$ cat config.mk
export PLATFORM = sky130hd
export DESIGN_NAME = qdac_spi_regs
export DESIGN_NICKNAME = d
export VERILOG_FILES = /design/src/rtl/qdac_pkg.sv /design/src/rtl/qdac_frame_rx.sv /design/src/rtl/qdac_regfile.sv /design/src/rtl/qdac_readback.sv /design/src/rtl/qdac_spi_regs.sv
export SDC_FILE = /design/constraint.sdc
export NUM_CORES = 1
export LEC_CHECK = 0
export ABC_CLOCK_PERIOD_IN_PS = 2600
export BUFFER_PORTS_ARGS = -buffer_cell sky130_fd_sc_hd__buf_4
export CORE_MARGIN = 3
export CORE_UTILIZATION = 45
export DETAILED_ROUTE_END_ITERATION = 8
export PLACE_DENSITY = 0.66
export SLEW_MARGIN = 30
export SYNTH_ARGS = -nofsm -noshare
export SYNTH_HDL_FRONTEND = slang
export SYNTH_HIERARCHICAL = 1
export SYNTH_SLANG_ARGS = --single-unit
$ cat constraint.sdc
create_clock -name clk -period 2.6 [get_ports clk]
set_input_delay 0.26 -clock clk [delete_from_list [all_inputs] [get_ports clk]]
set_output_delay 0.26 -clock clk [all_outputs]
set_load 0.01 [all_outputs]
$ cat src/rtl/qdac_pkg.sv
package qdac_pkg;
    localparam int NUM_CH      = 4;
    localparam int CH_W        = $clog2(NUM_CH);
    localparam int WORD_W      = 16;
    localparam int ADDR_W      = 5;
    localparam int FRAME_W     = 24;
    localparam int CNT_W       = $clog2(FRAME_W + 2);
    localparam int RD_FLAG_BIT = FRAME_W - 1;
    localparam int ADDR_LSB    = WORD_W;
    localparam int PAD_W       = FRAME_W - WORD_W;
    localparam int REGION_W    = ADDR_W - CH_W;

    localparam int DCTL_W = 9;
    localparam int SLEW_W = 13;
    localparam int MAIN_W = 13;
    localparam int BST_W  = 7;
    localparam int SEL_W  = 3;
    localparam int SEL_LSB = WORD_W - SEL_W;

    // write-side regions, selected by addr[4:2]
    localparam logic [REGION_W-1:0] WR_CODE = 3'b000;
    localparam logic [REGION_W-1:0] WR_GAIN = 3'b010;
    localparam logic [REGION_W-1:0] WR_OFFS = 3'b100;
    localparam logic [REGION_W-1:0] WR_CTRL = 3'b111;

    // read-side regions, selected by addr[4:2]
    localparam logic [REGION_W-1:0] RD_CODE = 3'b000;
    localparam logic [REGION_W-1:0] RD_DCTL = 3'b001;
    localparam logic [REGION_W-1:0] RD_GAIN = 3'b010;
    localparam logic [REGION_W-1:0] RD_OFFS = 3'b011;
    localparam logic [REGION_W-1:0] RD_SLEW = 3'b101;
    localparam logic [REGION_W-1:0] RD_GLOB = 3'b110;
    localparam logic [CH_W-1:0]     GLOB_MAIN = 2'd1;
    localparam logic [CH_W-1:0]     GLOB_BST  = 2'd2;

    // control sub-register selectors
    localparam logic [SEL_W-1:0] SEL_SLEW = 3'd0;
    localparam logic [SEL_W-1:0] SEL_MAIN = 3'd1;
    localparam logic [SEL_W-1:0] SEL_DCTL = 3'd2;
    localparam logic [SEL_W-1:0] SEL_BST  = 3'd3;
endpackage

$ cat src/rtl/qdac_frame_rx.sv
module qdac_frame_rx
    import qdac_pkg::*;
(
    input  logic               clk,
    input  logic               rst_n,
    input  logic               sclk,
    input  logic               cs_n,
    input  logic               mosi,
    input  logic [WORD_W-1:0]  reply_word,
    output logic               frame_end,
    output logic               frame_ok,
    output logic [FRAME_W-1:0] frame_word,
    output logic               miso
);
    localparam logic [CNT_W-1:0] CNT_FULL = CNT_W'(FRAME_W);
    localparam logic [CNT_W-1:0] CNT_SAT  = CNT_W'(FRAME_W + 1);

    typedef struct packed {
        logic               sclk_prev;
        logic               cs_prev_n;
        logic [CNT_W-1:0]   cnt;
        logic [FRAME_W-1:0] rx;
        logic [FRAME_W-1:0] tx;
        logic               miso;
        logic               done;
        logic               ok;
        logic [FRAME_W-1:0] word;
    } rx_state_t;

    rx_state_t s_d, s_q;
    logic      edge_rise, edge_fall, cs_rise;

    always_comb begin
        s_d           = s_q;
        s_d.sclk_prev = sclk;
        s_d.cs_prev_n = cs_n;
        s_d.done      = 1'b0;

        edge_rise = sclk & ~s_q.sclk_prev & ~cs_n;
        edge_fall = ~sclk & s_q.sclk_prev & ~cs_n;
        cs_rise   = cs_n & ~s_q.cs_prev_n;

        if (edge_fall) begin
            s_d.rx = {s_q.rx[FRAME_W-2:0], mosi};
            if (s_q.cnt != CNT_SAT) begin
                s_d.cnt = s_q.cnt + 1'b1;
            end
        end

        if (edge_rise) begin
            s_d.miso = s_q.tx[FRAME_W-1];
            s_d.tx   = {s_q.tx[FRAME_W-2:0], 1'b0};
        end

        if (cs_rise) begin
            s_d.done = 1'b1;
            s_d.ok   = (s_q.cnt == CNT_FULL);
            s_d.word = s_q.rx;
            s_d.cnt  = '0;
        end

        // reply for the next word is loaded in the commit cycle
        if (s_q.done) begin
            s_d.tx = {{PAD_W{1'b0}}, reply_word};
        end
    end

    always_ff @(posedge clk) begin
        if (!rst_n) begin
            s_q           <= '0;
            s_q.cs_prev_n <= 1'b1;
        end else begin
            s_q <= s_d;
        end
    end

    assign frame_end  = s_q.done;
    assign frame_ok   = s_q.ok;
    assign frame_word = s_q.word;
    assign miso       = s_q.miso;
endmodule

$ cat src/rtl/qdac_regfile.sv
module qdac_regfile
    import qdac_pkg::*;
(
    input  logic                      clk,
    input  logic                      rst_n,
    input  logic                      wr_en,
    input  logic [ADDR_W-1:0]         wr_addr,
    input  logic [WORD_W-1:0]         wr_data,
    output logic [NUM_CH*WORD_W-1:0]  code_o,
    output logic [NUM_CH*WORD_W-1:0]  gain_o,
    output logic [NUM_CH*WORD_W-1:0]  offs_o,
    output logic [NUM_CH*DCTL_W-1:0]  dctl_o,
    output logic [NUM_CH*SLEW_W-1:0]  slew_o,
    output logic [MAIN_W-1:0]         main_o,
    output logic [BST_W-1:0]          bst_o
);
    typedef struct packed {
        logic [NUM_CH-1:0][WORD_W-1:0] code;
        logic [NUM_CH-1:0][WORD_W-1:0] gain;
        logic [NUM_CH-1:0][WORD_W-1:0] offs;
        logic [NUM_CH-1:0][DCTL_W-1:0] dctl;
        logic [NUM_CH-1:0][SLEW_W-1:0] slew;
        logic [MAIN_W-1:0]             main;
        logic [BST_W-1:0]              bst;
    } regs_t;

    regs_t            r_d, r_q;
    logic [CH_W-1:0]  ch;
    logic [REGION_W-1:0] region;
    logic [SEL_W-1:0] sel;

    always_comb begin
        r_d    = r_q;
        ch     = wr_addr[CH_W-1:0];
        region = wr_addr[ADDR_W-1:CH_W];
        sel    = wr_data[WORD_W-1:SEL_LSB];

        if (wr_en) begin
            unique case (region)
                WR_CODE: r_d.code[ch] = wr_data;
                WR_GAIN: r_d.gain[ch] = wr_data;
                WR_OFFS: r_d.offs[ch] = wr_data;
                WR_CTRL: begin
                    unique case (sel)
                        SEL_SLEW: r_d.slew[ch] = wr_data[SLEW_W-1:0];
                        SEL_MAIN: r_d.main     = wr_data[MAIN_W-1:0];
                        SEL_DCTL: r_d.dctl[ch] = wr_data[DCTL_W-1:0];
                        SEL_BST:  r_d.bst      = wr_data[BST_W-1:0];
                        default:  ;
                    endcase
                end
                default: ;
            endcase
        end
    end

    always_ff @(posedge clk) begin
        if (!rst_n) begin
            r_q <= '0;
        end else begin
            r_q <= r_d;
        end
    end

    assign code_o = r_q.code;
    assign gain_o = r_q.gain;
    assign offs_o = r_q.offs;
    assign dctl_o = r_q.dctl;
    assign slew_o = r_q.slew;
    assign main_o = r_q.main;
    assign bst_o  = r_q.bst;
endmodule

$ cat src/rtl/qdac_readback.sv
module qdac_readback
    import qdac_pkg::*;
(
    input  logic [ADDR_W-1:0]         rd_addr,
    input  logic [NUM_CH*WORD_W-1:0]  code_i,
    input  logic [NUM_CH*WORD_W-1:0]  gain_i,
    input  logic [NUM_CH*WORD_W-1:0]  offs_i,
    input  logic [NUM_CH*DCTL_W-1:0]  dctl_i,
    input  logic [NUM_CH*SLEW_W-1:0]  slew_i,
    input  logic [MAIN_W-1:0]         main_i,
    input  logic [BST_W-1:0]          bst_i,
    output logic [WORD_W-1:0]         rd_value
);
    logic [WORD_W-1:0] code_a [NUM_CH];
    logic [WORD_W-1:0] gain_a [NUM_CH];
    logic [WORD_W-1:0] offs_a [NUM_CH];
    logic [WORD_W-1:0] dctl_a [NUM_CH];
    logic [WORD_W-1:0] slew_a [NUM_CH];

    for (genvar g = 0; g < NUM_CH; g++) begin : g_unpack
        assign code_a[g] = code_i[g*WORD_W +: WORD_W];
        assign gain_a[g] = gain_i[g*WORD_W +: WORD_W];
        assign offs_a[g] = offs_i[g*WORD_W +: WORD_W];
        assign dctl_a[g] = WORD_W'(dctl_i[g*DCTL_W +: DCTL_W]);
        assign slew_a[g] = WORD_W'(slew_i[g*SLEW_W +: SLEW_W]);
    end

    logic [CH_W-1:0]     ch;
    logic [REGION_W-1:0] region;

    always_comb begin
        ch       = rd_addr[CH_W-1:0];
        region   = rd_addr[ADDR_W-1:CH_W];
        rd_value = '0;
        unique case (region)
            RD_CODE: rd_value = code_a[ch];
            RD_DCTL: rd_value = dctl_a[ch];
            RD_GAIN: rd_value = gain_a[ch];
            RD_OFFS: rd_value = offs_a[ch];
            RD_SLEW: rd_value = slew_a[ch];
            RD_GLOB: begin
                if (ch == GLOB_MAIN) begin
                    rd_value = WORD_W'(main_i);
                end else if (ch == GLOB_BST) begin
                    rd_value = WORD_W'(bst_i);
                end
            end
            default: rd_value = '0;
        endcase
    end
endmodule

$ cat src/rtl/qdac_spi_regs.sv
module qdac_spi_regs
    import qdac_pkg::*;
(
    input  logic                      clk,
    input  logic                      rst_n,
    input  logic                      spi_sclk,
    input  logic                      spi_cs_n,
    input  logic                      spi_mosi,
    output logic                      spi_miso,
    output logic [NUM_CH*WORD_W-1:0]  dac_code,
    output logic [NUM_CH*WORD_W-1:0]  dac_gain,
    output logic [NUM_CH*WORD_W-1:0]  dac_offset,
    output logic [NUM_CH*DCTL_W-1:0]  dac_ctrl,
    output logic [NUM_CH*SLEW_W-1:0]  dac_slew,
    output logic [MAIN_W-1:0]         main_cfg,
    output logic [BST_W-1:0]          boost_cfg
);
    logic               frame_end;
    logic               frame_ok;
    logic [FRAME_W-1:0] frame_word;
    logic               frame_rd;
    logic [ADDR_W-1:0]  frame_addr;
    logic [WORD_W-1:0]  frame_data;
    logic               wr_en;
    logic [WORD_W-1:0]  rb_value;
    logic [WORD_W-1:0]  reply_word;
    logic               unused_bits;

    assign frame_rd    = frame_word[RD_FLAG_BIT];
    assign frame_addr  = frame_word[ADDR_LSB +: ADDR_W];
    assign frame_data  = frame_word[WORD_W-1:0];
    assign unused_bits = ^frame_word[RD_FLAG_BIT-1:ADDR_LSB+ADDR_W];

    assign wr_en      = frame_end & frame_ok & ~frame_rd;
    assign reply_word = (frame_ok && frame_rd) ? rb_value : '0;

    qdac_frame_rx u_rx (
        .clk        (clk),
        .rst_n      (rst_n),
        .sclk       (spi_sclk),
        .cs_n       (spi_cs_n),
        .mosi       (spi_mosi),
        .reply_word (reply_word),
        .frame_end  (frame_end),
        .frame_ok   (frame_ok),
        .frame_word (frame_word),
        .miso       (spi_miso)
    );

    qdac_regfile u_regs (
        .clk     (clk),
        .rst_n   (rst_n),
        .wr_en   (wr_en),
        .wr_addr (frame_addr),
        .wr_data (frame_data),
        .code_o  (dac_code),
        .gain_o  (dac_gain),
        .offs_o  (dac_offset),
        .dctl_o  (dac_ctrl),
        .slew_o  (dac_slew),
        .main_o  (main_cfg),
        .bst_o   (boost_cfg)
    );

    qdac_readback u_rb (
        .rd_addr  (frame_addr),
        .code_i   (dac_code),
        .gain_i   (dac_gain),
        .offs_i   (dac_offset),
        .dctl_i   (dac_ctrl),
        .slew_i   (dac_slew),
        .main_i   (main_cfg),
        .bst_i    (boost_cfg),
        .rd_value (rb_value)
    );
endmodule

; ---- Yosys cells after proc, flatten, opt, wreduce, memory -nomap -nowiden
; Cells that the tools add are included.
[totals]
reg_bits = 382
in_bits = 5
output_inout_bits = 301
elab_cells = 112
[op_classes]
n_addsub = 1
n_lt_le_gt_ge = 3
eq_ne = 14
mux = 33
bitwise = 14
n_reduce_logical = 15
[ops]
columns = op, n
row1 = 16-bit two-way mux, 14
row2 = 64-bit bitwise mux, 3
row3 = 16-bit binary-select mux with 2-bit select, 5
row4 = 16-bit one-hot mux with 6 select lines, 1
row5 = 52-bit bitwise mux, 1
row6 = 36-bit bitwise mux, 1
row7 = 16-bit demux with 2-bit select, 1
row8 = 13-bit demux with 2-bit select, 1
row9 = 26-bit two-way mux, 1
row10 = 9-bit demux with 2-bit select, 1
row11 = 17-bit two-way mux, 1
row12 = 13-bit two-way mux, 1
row13 = 3-bit by 2-bit == test with 1-bit output (second input constant), 4
row14 = 3-bit == test (second input constant), 4
row15 = 3-bit AND reduction, 4
row16 = 9-bit two-way mux, 1
row17 = 2-bit AND reduction, 4
row18 = 1-bit AND, 7
row19 = 7-bit two-way mux, 1
row20 = 3-bit by 1-bit == test with 1-bit output (second input constant), 2
row21 = 3-bit zero test, 2
row22 = 1-bit NOT, 6
row23 = 5-bit by 1-bit adder with 5-bit output (second input constant), 1
row24 = 5-bit == test (second input constant), 1
row25 = other kinds (10), 12

; ---- Logic depth before layout (Yosys ltp)
[logic_depth]
depth_word = 7
depth_mapped = 11
mapped_depth_nobuf = 7

; ---- Modules after synthesis
; The synthesis kept the hierarchy.
[by_module_without_submodules]
columns = module, instances, cells_per_inst, area_each_um2, seq_area_each_um2
row1 = qdac_regfile, 1, 1282, 11840.1, 6005.8
row2 = qdac_frame_rx, 1, 354, 3114.2, 1641.6
row3 = qdac_readback, 1, 270, 2492.4, 0.0
row4 = qdac_spi_regs, 1, 19, 136.4, 0.0

; ---- Worst setup path before layout
; OpenSTA, ideal clock, no wires.
[synth_path]
path_type = register -> register
from = register u_rx.s_q (netlist bit u_rx/frame_word[17])
to = register u_rx/s_q[29] (netlist bit)
setup_time_ns = 0.137
arrival_ns = 1.966
required_time_ns = 2.463
setup_slack_ns = 0.497
path_stages_with_launch = 12
path_buffers = 4
period_less_slack_ns = 2.103
path_cell_list = dfxtp_1 buf_4 buf_2 buf_2 buf_2 mux2i_1 o32ai_1 nor4_1 nand4_1 and3_2 o21ai_0 a211oi_1
[synth_between]
elab_chain_cells = 7
word_cells_on_any_way = 23
cone_classes = 2 x eq/ne / 20 x mux / 1 x bitwise
[synth_rtl]
columns = element, line_no
row1 = start: declaration, qdac_frame_rx.sv:30  ; rx_state_t s_d, s_q;
row2 = 2-bit NOT with 3-bit output (not written as such), -
row3 = 16-bit binary-select mux with 2-bit select (on tied branches), -
row4 = 16-bit two-way mux (on tied branches) (2 in series), -
row5 = 16-bit one-hot mux with 6 select lines (*), qdac_readback.sv:35  ; unique case (region)
row6 = via rb_value[2], qdac_spi_regs.sv:25  ; logic [WORD_W-1:0] rb_value;
row7 = 16-bit two-way mux (*), qdac_spi_regs.sv:35  ; assign reply_word = (frame_ok && frame_rd) ? rb_value : '0;
row8 = via reply_word[2], qdac_spi_regs.sv:26  ; logic [WORD_W-1:0] reply_word;
row9 = 16-bit two-way mux (*), qdac_frame_rx.sv:63  ; if (s_q.done) begin
; The timed path passes the listed nets; every way through them passes the cells marked *. The select of a mux whose other input is x is not followed.
; A chain may end at the register's enable or synchronous reset.

; ---- Worst setup path in the final report
[layout_path]
from = register u_rx.s_q (netlist bit u_rx/frame_word[17])
to = register u_rx/s_q[32] (netlist bit)
; Same word-level chain as after synthesis.

==> summary.txt <==
Floorplan
  • # rows: 71
  • Die area: 41310 sq um
  • Die width: between 200 and 250 microns
  • Initial Util: 46.05%
  • Core Area: 38020 sq um
  • Io pins: 306
  • Die height: between 200 and 250 microns

STA
  • Final setup TNS: 0 ns
  • Period Utilization, post-route: 98.33%
  • Max-slew violations: 0
  • Clock skew: 0.01845 ns
  • Actual slew at the worst max-slew pin: 0.8501 ns
  • Setup violators final: 0
  • Crit path time final: 2.556 ns
  • Achievable Freq: 0.3912 GHz
  • Final worst slack: around 0.044 ns
  • RSZ-0062 raised after global routing: false
  • Max-slew headroom: 43.25%
  • Final Hold Fails: 0

Clocking
  • # H-tree levels: 2
  • Root buffer cell: clkbuf_16
  • Postcts setup bufs: 0
  • Worst skew pair latency: 0.54 ns
  • Num CTS Buffers: 41
  • Register clock-pin slew on the reported worst setup and hold paths: 0.06 ns
  • CTS tree: done
  • CTS max path bufs: 3
  • Clock Sinks: 380

Finish
  • Share of cells above drive strength 1: a little under a quarter
  • Non-Filler Instances: about 2700
  • Synth-to-layout area growth: 22.42%
  • Final Instance Area: 21440 sq um
  • Nets: 2133

Power and ir drop
  • Sw Share: between 20% and 30%
  • Total chip power: about 12 mW
  • Clk pwr share: 47.9%
  • Power Dens Cells: approximately 540 nW/um^2
  • IR drop worst, VDD: 0.4826 mV
  • Logic pwr share: 1.8%
  • Internal Power: 9.146 mW
  • Leak pwr: 8.014 nW
  • Psw: 2.480 mW
  • Part of the power in registers: 50.2%

Detailed routing
  • Initial DRT Pass Iterations: 6
  • Antenna-violating nets left: 0
  • # DRC: 0
  • WL final: 68990 microns
  • Vias: 16440
  • WL per Instance: 25.89 microns
  • Via density: 6.169
  • DR iter-0 viols: 2131

Synth
  • Post-Syn Instances: 1919
  • Yosys warnings: 6
  • Synth Area per Inst: 9.125 sq um
  • Mapped cell area: 17510 sq um
  • Post-Syn Nets: 1927

Placed design
  • PortBufs: around 310
  • DP Cell Count: around 2600
  • Pre-CTS setup slack: between 0.1 and 0.15 ns
  • Post-DP Area: a little over 20000 sq um
  • Hpwl dp: 48100 microns
  • GPL Wtd Cong: 0.9976

Setup path
  • CP max-delay cell: dfxtp_4
  • Critical path fanouts, max: 18
  • WP data arrival: 2.94 ns
  • Crit path kind: flop to flop
  • Crit path cell chain: buf_12 -> mux2i_1 -> o22ai_1 -> a221oi_1 -> nand3_1 -> and3_1 -> o21ai_0 -> a31oi_1
  • Critical path endpoint category: flop
  • Slowest stage delay, CP: 0.56 ns
  • Worst Path Required: 2.98 ns
  • Startpoint type of the worst setup path: flop

GRT
  • Global-route wire length before repair: 101400 microns
  • GRT Overall Usage: roughly a third
  • GRT overflow: 0
  • Initial antenna violation count: 2
  • Vias in the first global route: 15200
  • Largest net degree at the start of global routing: 135

Run status
  • Status: complete, no violations

Worst hold path
  • Min-delay worst type: input port to flop

Job
  • Max cap viols: 0
per-layer routing:
layer  share of wire, %  wire [microns]  global-route usage, %
met5              0.019              13                      0
met4                4.3            2981                  12.14
met3                 10            7053                  6.385
met2                 43           29920                  47.62
met1                 42           29020                  45.71
worst max-delay path, delay by kind of cell, from the launching register on:
kind	cells	cell delay [ns]
and+or+nand+nor	2	0.34
DFF	1	0.56
buffers and inverters	1	0.23
AOI/OAI and AO/OA	4	0.86
muxes	1	0.41
power groups by stage:
stage	registers, mW	clock network [mW]	logic (mW)
CTS	5.84	5.63	0.207
global route	5.84	5.87	0.227
detailed placement	5.97	0	0.203
floorplan	5.97	0	0.155
global placement	5.97	0	0.202
finish	5.84	5.57	0.212
metrics by stage:
| stage | hold WS (ns) | utilization, % |
|---|---|---|
| 2_1_floorplan | 0.3615 | - |
| 3_5_place_dp | 0.4438 | 52.97 |
| 6_report | 0.2370 | 56.38 |
| 4_1_cts | 0.2318 | 56.35 |
| 5_1_grt | 0.2940 | 56.38 |
| 3_3_place_gp | 0.4372 | 52.97 |
flip-flops by register name (all words and copies together) (netlist names):
register	flops
u_regs/code_o	64
u_regs/gain_o	64
u_regs/offs_o	64
u_rx/s_q	55
u_regs/slew_o	52
u_regs/dctl_o	36
u_rx/frame_word	22
u_regs/main_o	13
u_regs/bst_o	7
u_rx/frame_end	1
u_rx/frame_ok	1
u_rx/miso	1
path summary, 6_finish.rpt:
kind	cells past startpoint	slack [ns]	from	to
hold / removal	2	0.24	rst_n	u_rx/s_q[80]
setup reg to reg	8	0.04	u_rx/frame_word[17]	u_rx/s_q[32]
setup / recovery	8	0.04	u_rx/frame_word[17]	u_rx/s_q[32]
hold reg to reg	2	0.45	u_rx/s_q[73]	u_rx/s_q[74]
timing repair:
action | CTS | global route
resized for setup | 0 | 2
endpoints found under the hold margin | 3 | 0
hold buffers | 3 | 0
setup endpoints to repair | 0 | 1
placed cells by master (no fill, tap or decap), types with 3 or more instances in the layout:
master	instances
dfxtp_1	378
buf_4	369
nand2_1	233
nand3_1	212
mux2i_1	197
o21ai_0	151
a21boi_1	100
a21boi_0	93
o21ai_1	60
clkbuf_16	41
a21oi_1	35
o22ai_1	33
mux4_2	27
a22o_1	23
clkbuf_1	16
buf_12	16
a31oi_1	13
and3_1	11
a211oi_1	11
nor2_1	10
clkbuf_8	9
a22oi_1	9
a221oi_1	8
and3_2	6
inv_1	6
nor3_2	5
clkinv_2	4
nand2b_1	4
nand3_2	4
dlygate4sd3_1	3
nand3b_1	3
nor3b_2	3
nand4_1	3
nor3_1	3
and4bb_2	3
ha_1	3
cell type report:
| cell class | count | area, sq um |
|---|---|---|
| antenna | 1 | 2.502 |
| clock buffer | 65 | 1196 |
| clock inverter | 6 | 57.56 |
| fill | 3406 | 16580 |
| inverter | 7 | 26.28 |
| multi-input combinational | 1306 | 8766 |
| sequential | 380 | 7615 |
| tap | 511 | 639.4 |
| timing repair buffer | 389 | 3134 |
Note: power is estimated with default switching activity, not from simulation.
